$ cat src/rtl/pbv_pkg.sv
package pbv_pkg;

  localparam int unsigned PBV_TAP_W = 6;
  localparam logic [PBV_TAP_W-1:0] PBV_MUTE_CODE = 6'd32;

  typedef enum logic [1:0] {
    KIND_NONE = 2'd0,
    KIND_UP   = 2'd1,
    KIND_DN   = 2'd2,
    KIND_MUTE = 2'd3
  } pbv_kind_e;

  // one step toward 0 dB, saturating at code 0
  function automatic logic [PBV_TAP_W-1:0] louder(input logic [PBV_TAP_W-1:0] pos);
    return (pos == '0) ? pos : pos - 1'b1;
  endfunction

  // one step toward more attenuation, saturating at floor
  function automatic logic [PBV_TAP_W-1:0] quieter(input logic [PBV_TAP_W-1:0] pos,
                                                  input logic [PBV_TAP_W-1:0] floor);
    return (pos >= floor) ? pos : pos + 1'b1;
  endfunction

  // repeat cadence: first step at hold_ms, slow until hold_ms+span_ms, fast afterwards
  function automatic logic repeat_due(input int unsigned held_ms, input int unsigned since_ms,
                                      input int unsigned hold_ms, input int unsigned span_ms,
                                      input int unsigned slow_ms, input int unsigned fast_ms);
    if (held_ms == hold_ms) return 1'b1;
    if (held_ms < hold_ms) return 1'b0;
    if (held_ms <= hold_ms + span_ms) return since_ms == slow_ms;
    return since_ms == fast_ms;
  endfunction

  // one-hot button vector to command kind (bit0 louder, bit1 quieter, bit2 mute)
  function automatic pbv_kind_e kind_of(input logic [2:0] sel);
    case (sel)
      3'b001:  return KIND_UP;
      3'b010:  return KIND_DN;
      3'b100:  return KIND_MUTE;
      default: return KIND_NONE;
    endcase
  endfunction

endpackage

$ cat src/rtl/pbv_debounce.sv
module pbv_debounce #(
  parameter int unsigned PRESS_MS   = 20,
  parameter int unsigned RELEASE_MS = 8
) (
  input  logic clk,
  input  logic rst_n,
  input  logic ms_tick,
  input  logic raw_n,
  output logic pressed
);
  localparam int unsigned LIM_MAX = (PRESS_MS > RELEASE_MS) ? PRESS_MS : RELEASE_MS;
  localparam int unsigned CW      = $clog2(LIM_MAX + 1);

  logic [1:0]    sync_q;
  logic          state_q;
  logic [CW-1:0] cnt_q;
  logic          live;
  logic [CW-1:0] limit;

  assign live    = ~sync_q[1];
  assign limit   = state_q ? CW'(RELEASE_MS) : CW'(PRESS_MS);
  assign pressed = state_q;

  always_ff @(posedge clk or negedge rst_n) begin
    if (!rst_n) begin
      sync_q  <= 2'b11;
      state_q <= 1'b0;
      cnt_q   <= '0;
    end else begin
      sync_q <= {sync_q[0], raw_n};
      if (live == state_q) begin
        cnt_q <= '0;
      end else if (ms_tick) begin
        if (cnt_q + 1'b1 >= limit) begin
          state_q <= live;
          cnt_q   <= '0;
        end else begin
          cnt_q <= cnt_q + 1'b1;
        end
      end
    end
  end
endmodule

$ cat src/rtl/pbv_arbiter.sv
module pbv_arbiter import pbv_pkg::*; #(
  parameter int unsigned LOCK_MS      = 40,
  parameter int unsigned HOLD_MS      = 1000,
  parameter int unsigned SLOW_SPAN_MS = 4000,
  parameter int unsigned SLOW_MS      = 250,
  parameter int unsigned FAST_MS      = 125
) (
  input  logic      clk,
  input  logic      rst_n,
  input  logic      ms_tick,
  input  logic [2:0] pressed,
  input  logic      parked,
  output logic      cmd_fire,
  output pbv_kind_e cmd_kind,
  output logic      lock_busy,
  output logic      clash
);
  localparam int unsigned H_CAP = HOLD_MS + SLOW_SPAN_MS + 1;
  localparam int unsigned HW    = $clog2(H_CAP + 1);
  localparam int unsigned PMAX  = (SLOW_MS > FAST_MS) ? SLOW_MS : FAST_MS;
  localparam int unsigned PW    = $clog2(PMAX + 1);
  localparam int unsigned LW    = $clog2(LOCK_MS + 1);

  typedef enum logic [1:0] {ARB_IDLE, ARB_HOLD, ARB_SHUN} arb_st_e;

  arb_st_e       st_q, st_d;
  logic [2:0]    held_q, held_d, fire_sel;
  logic [HW-1:0] h_q, h_d, h_nx;
  logic [PW-1:0] p_q, p_d, p_nx;
  logic [LW-1:0] lock_q;
  logic          n_multi, n_single, due;

  assign n_multi   = $countones(pressed) > 1;
  assign n_single  = $countones(pressed) == 1;
  assign lock_busy = lock_q != '0;
  assign h_nx      = (h_q == HW'(H_CAP)) ? h_q : h_q + 1'b1;
  assign p_nx      = p_q + 1'b1;
  assign clash     = ((st_q == ARB_IDLE) && n_multi) ||
                     ((st_q == ARB_HOLD) && |(pressed & ~held_q));
  assign due       = repeat_due(32'(h_nx), 32'(p_nx), HOLD_MS, SLOW_SPAN_MS, SLOW_MS, FAST_MS);
  assign cmd_kind  = kind_of(fire_sel);

  always_comb begin
    st_d     = st_q;
    held_d   = held_q;
    h_d      = h_q;
    p_d      = p_q;
    cmd_fire = 1'b0;
    fire_sel = 3'b000;
    case (st_q)
      ARB_IDLE: begin
        if (clash) begin
          st_d = ARB_SHUN;
        end else if (n_single) begin
          if (lock_busy || parked) begin
            st_d = ARB_SHUN;
          end else begin
            cmd_fire = 1'b1;
            fire_sel = pressed;
            st_d     = ARB_HOLD;
            held_d   = pressed;
            h_d      = '0;
            p_d      = '0;
          end
        end
      end
      ARB_HOLD: begin
        if (clash || parked) begin
          st_d = ARB_SHUN;
        end else if (!(|(pressed & held_q))) begin
          st_d = ARB_IDLE;
        end else if (ms_tick) begin
          h_d = h_nx;
          if (32'(h_nx) > HOLD_MS) p_d = p_nx;
          if (!held_q[2] && due) begin
            p_d = '0;
            if (!lock_busy) begin
              cmd_fire = 1'b1;
              fire_sel = held_q;
            end
          end
        end
      end
      default: begin
        if (pressed == 3'b000) st_d = ARB_IDLE;
      end
    endcase
  end

  always_ff @(posedge clk or negedge rst_n) begin
    if (!rst_n) begin
      st_q   <= ARB_IDLE;
      held_q <= 3'b000;
      h_q    <= '0;
      p_q    <= '0;
      lock_q <= '0;
    end else begin
      st_q   <= st_d;
      held_q <= held_d;
      h_q    <= h_d;
      p_q    <= p_d;
      if (cmd_fire)                 lock_q <= LW'(LOCK_MS);
      else if (ms_tick && lock_busy) lock_q <= lock_q - 1'b1;
    end
  end
endmodule

$ cat src/rtl/pbv_position.sv
module pbv_position import pbv_pkg::*; #(
  parameter logic [PBV_TAP_W-1:0] RESET_TAP = 6'd10,
  parameter logic [PBV_TAP_W-1:0] FLOOR_TAP = 6'd31
) (
  input  logic                 clk,
  input  logic                 rst_n,
  input  logic                 stby_n,
  input  logic                 cmd_fire,
  input  pbv_kind_e            cmd_kind,
  output logic [PBV_TAP_W-1:0] tap_code,
  output logic                 cmd_stb,
  output logic                 parked,
  output logic                 wake_evt
);
  logic [1:0]           stby_q;
  logic                 parked_q, stb_q, stb_d;
  logic [PBV_TAP_W-1:0] pos_q, pos_d, saved_q, saved_d;
  logic                 muted;

  assign muted    = pos_q == PBV_MUTE_CODE;
  assign wake_evt = parked_q && stby_q[1];
  assign tap_code = pos_q;
  assign cmd_stb  = stb_q;
  assign parked   = parked_q;

  always_comb begin
    pos_d   = pos_q;
    saved_d = saved_q;
    stb_d   = 1'b0;
    if (wake_evt) begin
      stb_d = 1'b1;
    end else if (cmd_fire) begin
      case (cmd_kind)
        KIND_UP: if (!muted && pos_q != '0) begin
          pos_d = louder(pos_q);
          stb_d = 1'b1;
        end
        KIND_DN: if (!muted && pos_q < FLOOR_TAP) begin
          pos_d = quieter(pos_q, FLOOR_TAP);
          stb_d = 1'b1;
        end
        KIND_MUTE: begin
          if (muted) begin
            pos_d = saved_q;
          end else begin
            saved_d = pos_q;
            pos_d   = PBV_MUTE_CODE;
          end
          stb_d = 1'b1;
        end
        default: ;
      endcase
    end
  end

  always_ff @(posedge clk or negedge rst_n) begin
    if (!rst_n) begin
      stby_q   <= 2'b11;
      parked_q <= 1'b0;
      pos_q    <= RESET_TAP;
      saved_q  <= RESET_TAP;
      stb_q    <= 1'b0;
    end else begin
      stby_q   <= {stby_q[0], stby_n};
      parked_q <= ~stby_q[1];
      pos_q    <= pos_d;
      saved_q  <= saved_d;
      stb_q    <= stb_d;
    end
  end
endmodule

$ cat src/rtl/pb_volume_ctrl.sv
module pb_volume_ctrl import pbv_pkg::*; #(
  parameter int unsigned PRESS_MS     = 20,
  parameter int unsigned RELEASE_MS   = 8,
  parameter int unsigned LOCK_MS      = 40,
  parameter int unsigned HOLD_MS      = 1000,
  parameter int unsigned SLOW_SPAN_MS = 4000,
  parameter int unsigned SLOW_MS      = 250,
  parameter int unsigned FAST_MS      = 125,
  parameter logic [5:0]  RESET_TAP    = 6'd10,
  parameter logic [5:0]  FLOOR_TAP    = 6'd31
) (
  input  logic       clk,
  input  logic       rst_n,
  input  logic       ms_tick,
  input  logic       up_n,
  input  logic       dn_n,
  input  logic       mute_n,
  input  logic       stby_n,
  output logic [5:0] tap_code,
  output logic       cmd_stb,
  output logic       parked
);
  localparam int unsigned N_BTN = 3;

  logic [N_BTN-1:0] btn_raw_n;
  logic [N_BTN-1:0] btn_pressed;
  logic             cmd_fire;
  pbv_kind_e        cmd_kind;
  logic             lock_busy;
  logic             clash;
  logic             wake_evt;

  assign btn_raw_n = {mute_n, dn_n, up_n};

  for (genvar b = 0; b < N_BTN; b++) begin : g_btn
    pbv_debounce #(.PRESS_MS(PRESS_MS), .RELEASE_MS(RELEASE_MS)) u_deb (
      .clk(clk), .rst_n(rst_n), .ms_tick(ms_tick),
      .raw_n(btn_raw_n[b]), .pressed(btn_pressed[b])
    );
  end

  pbv_arbiter #(
    .LOCK_MS(LOCK_MS), .HOLD_MS(HOLD_MS), .SLOW_SPAN_MS(SLOW_SPAN_MS),
    .SLOW_MS(SLOW_MS), .FAST_MS(FAST_MS)
  ) u_arb (
    .clk(clk), .rst_n(rst_n), .ms_tick(ms_tick), .pressed(btn_pressed),
    .parked(parked), .cmd_fire(cmd_fire), .cmd_kind(cmd_kind),
    .lock_busy(lock_busy), .clash(clash)
  );

  pbv_position #(.RESET_TAP(RESET_TAP), .FLOOR_TAP(FLOOR_TAP)) u_pos (
    .clk(clk), .rst_n(rst_n), .stby_n(stby_n), .cmd_fire(cmd_fire),
    .cmd_kind(cmd_kind), .tap_code(tap_code), .cmd_stb(cmd_stb),
    .parked(parked), .wake_evt(wake_evt)
  );
endmodule

$ cat config.mk
export PLATFORM = sky130hd
export DESIGN_NAME = pb_volume_ctrl
export DESIGN_NICKNAME = d
export VERILOG_FILES = /design/src/rtl/pbv_pkg.sv /design/src/rtl/pbv_debounce.sv /design/src/rtl/pbv_arbiter.sv /design/src/rtl/pbv_position.sv /design/src/rtl/pb_volume_ctrl.sv
export SDC_FILE = /design/constraint.sdc
export NUM_CORES = 1
export LEC_CHECK = 0
export ABC_AREA = 1
export BUFFER_PORTS_ARGS = -buffer_cell sky130_fd_sc_hd__buf_2
export CORE_ASPECT_RATIO = 1.4
export CORE_UTILIZATION = 40
export CTS_CLUSTER_DIAMETER = 50
export DETAILED_ROUTE_END_ITERATION = 8
export PLACE_DENSITY_LB_ADDON = 0.05
export RECOVER_POWER = 100
export SLEW_MARGIN = 30
export SYNTH_ARGS = -nofsm -noshare
export SYNTH_HDL_FRONTEND = slang
export SYNTH_SLANG_ARGS = --single-unit
$ cat constraint.sdc
create_clock -name clk -period 4.85 [get_ports clk]
set_clock_uncertainty 0.1 [all_clocks]
set_input_delay 0.97 -clock clk [delete_from_list [all_inputs] [get_ports clk]]
set_output_delay 0.97 -clock clk [all_outputs]
set_load 0.005 [all_outputs]
==> results.sh, run 1 <==
export IMPL_reg2reg_from="g_btn[0].u_deb.pressed$_DFFE_PN0P_"
export IMPL_slew_viol_final=73
export IMPL_final_setup_tns_ps=0
export IMPL_ys_warnings_count=0
export IMPL_worstSetupEndpointType="flip-flop"
export IMPL_syn_inst=554
export IMPL_postCtsHoldBufs=0
export IMPL_overflow=0
export IMPL_place_congestion=0.882
export IMPL_min_period_over_period=0.861
export IMPL_powerDensity_nw_per_um2=391
export IMPL_die_area_um2=11500
export IMPL_violations="max-capacitance violations, max-slew violations"
export IMPL_via_count=3624
export IMPL_status="finished with violations"
export IMPL_drc_errors=0
export IMPL_drt_pass1_iter_count=4
export IMPL_grt_pass1_vias=3601
export IMPL_fp_dieW_um=91.0
export IMPL_ctsResizeCount=0
export IMPL_ys_seq_area_frac=0.409
export IMPL_clkTransAtPathRegs_ps=60
export IMPL_synth_area_um2=4440
export IMPL_grt_max_degree=73
export IMPL_core_rowCount=45
export IMPL_drive_above_1_share=0.105
export IMPL_clk_latency_ps=330
export IMPL_crit_type="flip-flop to flip-flop"
export IMPL_ir_drop_mv=0.200
export IMPL_startpoint_type="flip-flop"
export IMPL_rr_worst_depth=22
export IMPL_whs_path_depth=0
export IMPL_drtIter0Drc=171
export IMPL_worstHoldEndpoint="g_btn[2].u_deb.sync_q[1]$_DFF_PN1_"
export IMPL_rsz0062_at_grt="no"
export IMPL_finalHoldViolCount=0
export IMPL_finalCriticalPeriod_ps=4170
export IMPL_core_um2=10800
export IMPL_worstPathMaxFanout=7
export IMPL_drv_cap=1
export IMPL_port_buffers=14
export IMPL_wl_met3_um=204
export IMPL_cts_tree="done"
export IMPL_die_h_um=127
export IMPL_syn_to_final_growth_pct=10.6
export IMPL_r2r_slack_ps=680
export IMPL_dp_hpwl_um=7130
export IMPL_p_leak_uw=0.00232
export IMPL_antenna_found_initial=0
export IMPL_required_ps=4970
export IMPL_highest_layer="met4"
export IMPL_postLayoutCellArea_um2=4910
export IMPL_clock_sinks=72
export IMPL_r2r_end="u_pos.tap_code[5]$_DFFE_PN0P_"
export IMPL_post_cts_buffers=0
export IMPL_wire_per_inst_um=13.3
export IMPL_routed_wl_um=9610
export IMPL_timing_fmax_ghz=0.240
export IMPL_fill_cells=1116
export IMPL_dpl_cell_area_um2=4670
export IMPL_boundaryPins=15
export IMPL_ys_seq_elements=72
export IMPL_synth_distinct_cells=46
export IMPL_cts_root_buf="clkbuf_16"
export IMPL_relSlewSlack=-1.12
export IMPL_synthFlopType="dfrtp_1"
export IMPL_syn_avg_cell_area_um2=8.01
export IMPL_synthArstFlopShare=1.00
export IMPL_wl_met1_um=4180
export IMPL_min_from="g_btn[2].u_deb.sync_q[0]$_DFF_PN1_"
export IMPL_track_usage=0.181
export IMPL_synth_edf_count=0
export IMPL_tightest_slew_ps=3180
export IMPL_crit_arrival_ps=4300
export IMPL_cts_path_max_buffers=2
export IMPL_initial_utilization=0.410
export IMPL_grt_first_pass_wirelength_um=16500
export IMPL_cts_buffers=9
export IMPL_nets=608
export IMPL_hold_class="flip-flop to flip-flop"
export IMPL_viasPerCell=5.02
export IMPL_num_antenna_cells=0
export IMPL_syn_nets=586
export IMPL_setup_violations=0
export IMPL_met2_length_um=4990
export IMPL_h_tree_depth=3
export IMPL_drtAntennaViolNets=0
-- cells in the mapped netlist, types with 4 or more instances --
master	instances	area [µm²]
nand2_1	140	526
inv_1	73	274
dfrtp_1	60	1500
nor2_1	46	173
nand3_1	45	225
o21ai_0	24	120
ha_1	23	288
xor2_1	19	166
o22ai_1	13	81.3
dfstp_2	12	315
nand4_1	10	62.6
a21oi_1	8	40.0
nor2_2	6	37.5
o21ai_2	6	52.6
xnor2_1	6	52.6
nand2_2	5	31.3
nor3_1	5	25.0
a32o_1	4	40.0
nand3_2	4	40.0
nor2_4	4	45.0
o31ai_1	4	30.0
-- state kept, by name, summed over array words and instances, names as in the netlist --
name                 count
g_btn.u_deb.cnt_q       15
u_arb.h_q               13
u_arb.p_q                8
g_btn.u_deb.sync_q       6
u_arb.lock_q             6
u_pos.saved_q            6
u_pos.tap_code           6
g_btn.u_deb.pressed      3
u_arb.held_q             3
u_arb.st_q               2
u_pos.stby_q             2
u_pos.cmd_stb            1
u_pos.parked             1
-- cells in the final DEF (no fill, tap or decap), drive strengths merged, types with 2 or more instances in the layout --
cell and instances:
nor4 2, o31ai 4, clkbuf 14, clkinv 2
nor3 6, fa 2, nor2 57, dfstp 12
o21ai 32, nand3 50, o221ai 2, a32o 4
a211oi 3, nand3b 3, and2 2, buf 12
xor2 19, inv 77, dfrtp 60, xnor2 6
nand2 145, clkinvlp 2, ha 23, a21oi 9
o22ai 13, nand4 10
-- how the worst max path moves through the flow --
stage | from | endpoint | slack, ps
final | g_btn[0].u_deb.pressed$_DFFE_PN0P_ | u_pos.tap_code[5]$_DFFE_PN0P_ | 680
after global routing | u_arb.h_q[0]$_DFFE_PN0P_ | u_pos.tap_code[5]$_DFFE_PN0P_ | 50
after CTS | u_arb.h_q[0]$_DFFE_PN0P_ | u_pos.tap_code[5]$_DFFE_PN0P_ | 660
after detailed placement | u_arb.h_q[0]$_DFFE_PN0P_ | u_pos.tap_code[5]$_DFFE_PN0P_ | 680
after global placement | g_btn[0].u_deb.pressed$_DFFE_PN0P_ | u_pos.tap_code[5]$_DFFE_PN0P_ | 750
after floorplan | u_arb.h_q[0]$_DFFE_PN0P_ | u_pos.tap_code[5]$_DFFE_PN0P_ | 1100
-- metal layers --
metal	global-route usage	vias up
met1	0.208	1701
met5	0	-
met4	0.0915	0
li1	-	1868
met2	0.323	39
met3	0.0306	16
-- final cells by class --
cell class / count / area (µm²) / area share
Multi-Input combinational cell: 400 / 2230 / 0.455
Clock inverter: 4 / 51.3 / 0.0105
Timing Repair Buffer: 15 / 78.8 / 0.0161
Sequential cell: 72 / 1820 / 0.370
Inverter: 78 / 294 / 0.0599
Clock buffer: 12 / 256 / 0.0523
Tap cell: 141 / 176 / 0.0359
-- logic make-up after synthesis --
family,share of synthesized area
buf+inv,0.0716
compound gates,0.104
simple gates,0.291
xor+xnor,0.0494
flops,0.409
fa+ha+maj,0.0739
-- worst max-delay path, stage by stage (launching register included) --
cell      delay, ps
dfrtp_1         470
fa_1            500
a22oi_1         180
nand2_1         110
nor2_1          100
nand3_1         230
inv_1           250
nand2_1         150
nand2_1         170
nand2_1         190
ha_1            380
nand2_1          90
nor2_1           40
a211oi_1        280
nor2_1           70
o21ai_0         150
nand2_1          80
xor2_1          170
inv_1            60
nand3_1          80
nand3_1          70
nand3_1          70
nand2_1          60
-- power breakdown --
group	leakage [µW]	switching (µW)	internal (µW)
logic	0.00124	257	172
clock network	0.000149	258	427
registers	0.000925	105	699
-- through the flow --
stage,instances,utilization,hold slack [ps],total power [µW],worst slack [ps]
after floorplan,554,-,245,1130,1100
after detailed placement,706,0.432,247,1250,676
after global routing,722,0.454,262,2060,49.9
after CTS,722,0.461,255,1950,661
after global placement,706,0.432,247,1240,752
final,722,0.454,255,1920,676
No activity file was read; power rests on OpenSTA's default activity.
==> run 2, diff against run 1 <==
ABC_AREA = default   (was 1)
BUFFER_PORTS_ARGS = default   (was -buffer_cell sky130_fd_sc_hd__buf_2)
DONT_BUFFER_PORTS = 1   (was default)
PLACE_DENSITY_LB_ADDON = default   (was 0.05)
==> run 2 against run 1 <==
  * The flow now finishes without violations
  * Critical endpoint unchanged
  * Global-route usage down 0.72 points
  * Area after synthesis up 3.0%
  * Flip-flop and latch count unchanged
  * Combinational power up 35%
  * Largest power group unchanged
  * Routed wire length down 1.7%
  * Design area up 3.2%
==> results.sh, run 2 <==
export IMPL_status="complete, no violations"
export IMPL_initial_utilization=0.416
export IMPL_h_tree_depth=3
export IMPL_cts_path_max_buffers=2
export IMPL_num_antenna_cells=0
export IMPL_cts_tree="done"
export IMPL_dp_cells=623
export IMPL_antenna_found_initial=0
export IMPL_track_usage=0.174
export IMPL_relSlewSlack=0.410
export IMPL_core_rowCount=45
export IMPL_required_ps=4970
export IMPL_final_setup_tns_ps=0
export IMPL_p_leak_uw=0.00224
export IMPL_min_period_over_period=0.936
export IMPL_wire_per_inst_um=14.8
export IMPL_die_h_um=128
export IMPL_syn_to_final_growth_pct=10.8
export IMPL_syn_avg_cell_area_um2=9.52
export IMPL_ys_warnings_count=0
export IMPL_finalCriticalPeriod_ps=4540
export IMPL_drive_above_1_share=0.145
export IMPL_synth_most_common_cell="dfrtp_1"
export IMPL_fin_cells=639
export IMPL_grt_first_pass_wirelength_um=16500
export IMPL_ctsResizeCount=0
export IMPL_synth_area_um2=4570
export IMPL_synthFlopType="dfrtp_1"
export IMPL_ys_seq_area_frac=0.397
export IMPL_clk_latency_ps=330
export IMPL_crit_arrival_ps=4660
export IMPL_fp_dieW_um=92.4
export IMPL_final_cell_mix="dfrtp_1, nand2_1, o21ai_0, nor2_1"
export IMPL_timing_fmax_ghz=0.220
export IMPL_boundaryPins=15
export IMPL_setup_violations=0
export IMPL_drtIter0Drc=171
export IMPL_core_um2=11000
export IMPL_yosys_area_top_type="dfrtp_1"
export IMPL_powerDensity_nw_per_um2=392
export IMPL_overflow=0
export IMPL_finalHoldViolCount=0
export IMPL_ys_seq_elements=72
export IMPL_grt_pass1_vias=3472
export IMPL_largest_register_ffs=15
export IMPL_via_count=3588
export IMPL_cts_buffers=9
export IMPL_synth_edf_count=0
export IMPL_yosys_top_cells_count="dfrtp_1, nand2_1, o21ai_0"
export IMPL_worstPathMaxFanout=7
export IMPL_drc_errors=0
export IMPL_drt_pass1_iter_count=6
export IMPL_tightest_slew_ps=886
export IMPL_clock_sinks=72
export IMPL_ys_top_cells_by_area="dfrtp_1, dfstp_2, ha_1, o21ai_0, xnor2_1"
export IMPL_post_cts_buffers=0
export IMPL_syn_inst=480
export IMPL_slew_viol_final=0
export IMPL_clkTransAtPathRegs_ps=60
export IMPL_place_congestion=0.826
export IMPL_synth_distinct_cells=66
export IMPL_synth_top_cell_area_share=0.328
export IMPL_synthArstFlopShare=1.00
export IMPL_largest_register="g_btn.u_deb.cnt_q"
export IMPL_grt_max_degree=73
export IMPL_final_common_cell="dfrtp_1"
export IMPL_rsz0062_at_grt="no"
export IMPL_viasPerCell=5.62
export IMPL_ir_drop_mv=0.281
export IMPL_worstSetupEndpointType="flip-flop"
export IMPL_startpoint_type="flip-flop"
export IMPL_drtAntennaViolNets=0
export IMPL_die_area_um2=11900
export IMPL_dp_hpwl_um=6780
export IMPL_port_buffers=0
export IMPL_syn_nets=512
export IMPL_top_regs="g_btn.u_deb.cnt_q x15, u_arb.h_q x13, u_arb.p_q x8"
export IMPL_postCtsHoldBufs=0
export IMPL_hold_class="input port to asynchronous set/reset pin"
export IMPL_nets=525
export IMPL_drv_cap=0
export IMPL_cts_root_buf="clkbuf_16"
export IMPL_routed_wl_um=9450
export IMPL_crit_type="flip-flop to flip-flop"
==> run 2: changes by cell type after synthesis, moves of 9 or more <==
cell / change
mux2_2: +9
a22o_1: +12
a21o_1: +11
nand2_1: -92
o31ai_1: +9
xor2_1: -14
nand2b_1: +12
and3_1: +10
o22ai_1: -13
nor2_1: -13
nand3_1: -22
inv_1: -51
o21ai_0: +17
xnor2_1: +15
==> run 2: cell families after synthesis <==
group	count (synthesis)	synth area share
AO/OA/AOI/OAI	128	0.198
flip-flops	72	0.397
multiplexers	15	0.0356
XOR/XNOR	26	0.0498
AND/OR/NAND/NOR	176	0.209
adder cells (fa/ha/maj)	25	0.0717
buffers and inverters	38	0.0380
==> run 2: per-layer routing <==
layer  vias up  GRT usage  share of wire
li1       1770          -              -
met1      1765      0.206           0.44
met2        40      0.307           0.52
met3        13     0.0361          0.027
met4         0     0.0680          0.019
met5         -          0              0
==> run 2: stage by stage <==
step	hold slack (ps)	area, µm²	power (µW)	util	setup WS [ps]
2_1_floorplan	245	4570	1250	-	262
3_3_place_gp	247	4790	1380	0.436	297
3_5_place_dp	249	4790	1400	0.436	169
4_1_cts	213	5060	2010	0.461	150
5_1_grt	209	5060	2130	0.461	6.80
6_report	229	5060	1990	0.461	310
==> run 2: worst max-delay path, cell delays in order, from the launching register on <==
cell and delay (ps):
dfrtp_1 340, buf_4 150, and2_1 310, nand2_4 90, or4_4 510, a21oi_1 230
o221ai_2 160, mux2i_1 180, a32oi_1 140, o41ai_2 400, nand3b_1 160, buf_4 180
ha_1 320, a21o_1 210, a21o_1 180, a21oi_1 170, xnor2_1 90, a32oi_1 170
mux2_1 340
==> run 2: cell type report <==
type / count / area (µm²)
Clock buffer: 10 / 229
Clock inverter: 6 / 37.5
Fill cell: 1058 / 5910
Inverter: 22 / 82.6
Multi-Input combinational cell: 370 / 2600
Sequential cell: 72 / 1820
Tap cell: 141 / 176
Timing Repair Buffer: 18 / 120
==> run 2: path summary, 6_finish.rpt <==
check	start	endpoint	slack, ps	depth (start not counted)
min in group clk	g_btn[0].u_deb.sync_q[0]$_DFF_PN1_	g_btn[0].u_deb.sync_q[1]$_DFF_PN1_	260	0
hold / removal	rst_n	u_arb.p_q[5]$_DFFE_PN0P_	230	0
hold reg to reg	g_btn[0].u_deb.sync_q[0]$_DFF_PN1_	g_btn[0].u_deb.sync_q[1]$_DFF_PN1_	260	0
max in group asynchronous	rst_n	g_btn[1].u_deb.sync_q[1]$_DFF_PN1_	4180	0
setup reg to reg	u_arb.h_q[0]$_DFFE_PN0P_	u_pos.tap_code[5]$_DFFE_PN0P_	310	18
setup / recovery	u_arb.h_q[0]$_DFFE_PN0P_	u_pos.tap_code[5]$_DFFE_PN0P_	310	18
==> run 2: where the power goes <==
part / internal (µW) / switching [µW] / total [µW]
clock: 344 / 252 / 596
combinational: 273 / 308 / 580
sequential: 699 / 111 / 810
total: 1320 / 671 / 1990
==> run 3, diff against run 2 <==
SETUP_SLACK_MARGIN = 0.4   (was default)
clock period = 4.35 ns   (was 4.85 ns; I/O delays follow)
==> run 3 against run 2 <==
  * First-iteration DRC count decreased by 5.3%
  * Routed wire length up 10%
  * Final cell count increased by 4.2%
  * Largest cell class unchanged
==> results.sh, run 3 (synthesis results as in run 2) <==
export IMPL_reg2reg_from="u_arb.h_q[2]$_DFFE_PN0P_"
export IMPL_drive_above_1_share=0.244
export IMPL_timing_fmax_ghz=0.232
export IMPL_min_period_over_period=0.992
export IMPL_fin_cells=666
export IMPL_ir_drop_mv=0.388
export IMPL_grt_pass1_vias=3783
export IMPL_top_regs="g_btn.u_deb.cnt_q x15, u_arb.h_q x13, u_arb.p_q x8"
export IMPL_nets=552
export IMPL_multiInputGateArea_um2=2740
export IMPL_crit_type="flip-flop to flip-flop"
export IMPL_dp_hpwl_um=7080
export IMPL_port_buffers=0
export IMPL_final_setup_tns_ps=0
export IMPL_finalHoldViolCount=0
export IMPL_postLayoutCellArea_um2=5460
export IMPL_drtAntennaViolNets=0
export IMPL_num_antenna_cells=0
export IMPL_boundaryPins=15
export IMPL_drc_errors=0
export IMPL_place_congestion=0.829
export IMPL_cts_tree="done"
export IMPL_dpl_cell_area_um2=4870
export IMPL_viasPerCell=5.62
export IMPL_drtIter0Drc=162
export IMPL_wire_per_inst_um=15.6
export IMPL_rsz0062_at_grt="yes"
export IMPL_final_cell_mix="dfrtp_1, nand2_1, buf_4, o21ai_0, nor2_1"
export IMPL_powerDensity_nw_per_um2=441
export IMPL_setup_violations=0
export IMPL_place_ws_ps=112
export IMPL_swShare=0.333
export IMPL_cts_path_max_buffers=2
export IMPL_slew_viol_final=0
export IMPL_required_ps=4470
export IMPL_core_um2=11000
export IMPL_tightest_slew_ps=837
export IMPL_track_usage=0.186
export IMPL_grt_first_pass_wirelength_um=17600
export IMPL_crit_start="u_arb.h_q[2]$_DFFE_PN0P_"
export IMPL_h_tree_depth=3
export IMPL_cts_root_buf="clkbuf_16"
export IMPL_drv_cap=0
export IMPL_path_depth=17
export IMPL_r2r_slack_ps=30
export IMPL_r2r_end="u_pos.tap_code[5]$_DFFE_PN0P_"
export IMPL_cts_buffers=9
export IMPL_dp_cells=626
export IMPL_die_area_um2=11900
export IMPL_routed_wl_um=10400
export IMPL_ff_latch_area_um2=1820
export IMPL_overflow=0
export IMPL_clkTransAtPathRegs_ps=60
export IMPL_hold_class="input port to asynchronous set/reset pin"
export IMPL_clock_sinks=72
export IMPL_crit_chain="and3_4 -> nand2_4 -> or4_4 -> a211oi_4 -> a22oi_2 -> nor2_1 -> a32oi_2 -> o41ai_2 -> nand3b_1 -> ha_1 -> a21o_1 -> a21o_1 -> a21o_1 -> a21oi_2 -> xnor2_1 -> a32oi_1 -> mux2_1"
export IMPL_pwr_share_seq=0.379
export IMPL_final_common_cell="dfrtp_1"
export IMPL_p_comb_frac=0.316
export IMPL_worstPathMaxFanout=5
export IMPL_critPathMaxStageDelay_ps=550
export IMPL_cp_common_cell="a21o_1"
export IMPL_clockPowerShare=0.305
export IMPL_clk_latency_ps=340
export IMPL_worst_path_max_delay_cell="or4_4"
export IMPL_p_leak_uw=0.00242
export IMPL_switchingPower_uw=803
export IMPL_antenna_found_initial=0
export IMPL_crit_arrival_ps=4430
export IMPL_status="complete, no violations"
export IMPL_via_count=3746
export IMPL_finalCriticalPeriod_ps=4320
export IMPL_path_buf_inv=0
export IMPL_core_rowCount=45
export IMPL_worstSetupEndpointType="flip-flop"
export IMPL_startpoint_type="flip-flop"
export IMPL_fill_cells=1016
export IMPL_relSlewSlack=0.434
export IMPL_syn_to_final_growth_pct=19.4
export IMPL_largest_register="g_btn.u_deb.cnt_q"
export IMPL_drt_pass1_iter_count=4
export IMPL_largest_register_ffs=15
export IMPL_fp_dieW_um=92.4
export IMPL_crit_path_end="u_pos.tap_code[5]$_DFFE_PN0P_"
export IMPL_die_h_um=128
export IMPL_layout_setup_ws_ps=34.1
export IMPL_initial_utilization=0.416
export IMPL_grt_max_degree=73
export IMPL_rr_worst_depth=17
export IMPL_crit_family="compound AO/OA/AOI/OAI gates"
export IMPL_internal_power_uw=1610
## run 3: cell count changes in the layout (fill, tap and decap cells not counted), moves of 4 or more
cell,before,now
a21oi_2,0,4
o21ai_0,41,36
dfrtp_2,0,4
a21oi_1,16,12
buf_4,14,40
o21ai_1,0,4
dfrtp_1,60,56
## run 3: area by class of cell
| cell class | instances | share of cell area |
|---|---|---|
| clock buffers | 10 | 0.0420 |
| clock inverters | 6 | 0.0124 |
| inverters | 22 | 0.0151 |
| multi-input cells | 370 | 0.502 |
| flip-flops and latches | 72 | 0.334 |
| well taps | 141 | 0.0323 |
| repair buffers | 45 | 0.0626 |
## run 3: how the worst min path moves through the flow
stage	to	slack [ps]	cells past startpoint	from
final	u_arb.h_q[11]$_DFFE_PN0P_	120	0	rst_n
after global routing	u_arb.h_q[11]$_DFFE_PN0P_	110	0	rst_n
after CTS	u_arb.h_q[11]$_DFFE_PN0P_	110	0	rst_n
after detailed placement	g_btn[2].u_deb.sync_q[1]$_DFF_PN1_	250	0	g_btn[2].u_deb.sync_q[0]$_DFF_PN1_
after global placement	g_btn[1].u_deb.sync_q[1]$_DFF_PN1_	250	0	g_btn[1].u_deb.sync_q[0]$_DFF_PN1_
after floorplan	g_btn[0].u_deb.sync_q[1]$_DFF_PN1_	250	0	g_btn[0].u_deb.sync_q[0]$_DFF_PN1_
## run 3: timing repair
item	4_1_cts	5_1_grt
pin swaps	11	17
hold buffers	0	0
gates resized for setup	4	26
endpoints found under the setup margin	5	5
cloned	0	0
setup buffers	16	8
## run 3: power by group through the flow
stage	Combinational [µW]	Sequential (µW)	Clock (µW)
after floorplan	517	896	0
after global placement	634	917	0
after detailed placement	658	924	0
after CTS	697	911	757
after global routing	856	932	777
final	762	913	734
## run 3: layer usage
| layer | GRT usage | routed length (µm) | vias to the layer above |
|---|---|---|---|
| met5 | 0 | 0 | - |
| met4 | 0.0827 | 220 | 0 |
| met3 | 0.0355 | 264 | 17 |
| met2 | 0.343 | 5610 | 57 |
| met1 | 0.207 | 4300 | 1846 |
| li1 | - | - | 1826 |
## run 3: through the flow
step	total power, µW	util	hold slack (ps)
after floorplan	1410	-	245
after global placement	1550	0.444	246
after detailed placement	1580	0.444	247
after CTS	2370	0.483	108
after global routing	2560	0.497	105
final	2410	0.497	121
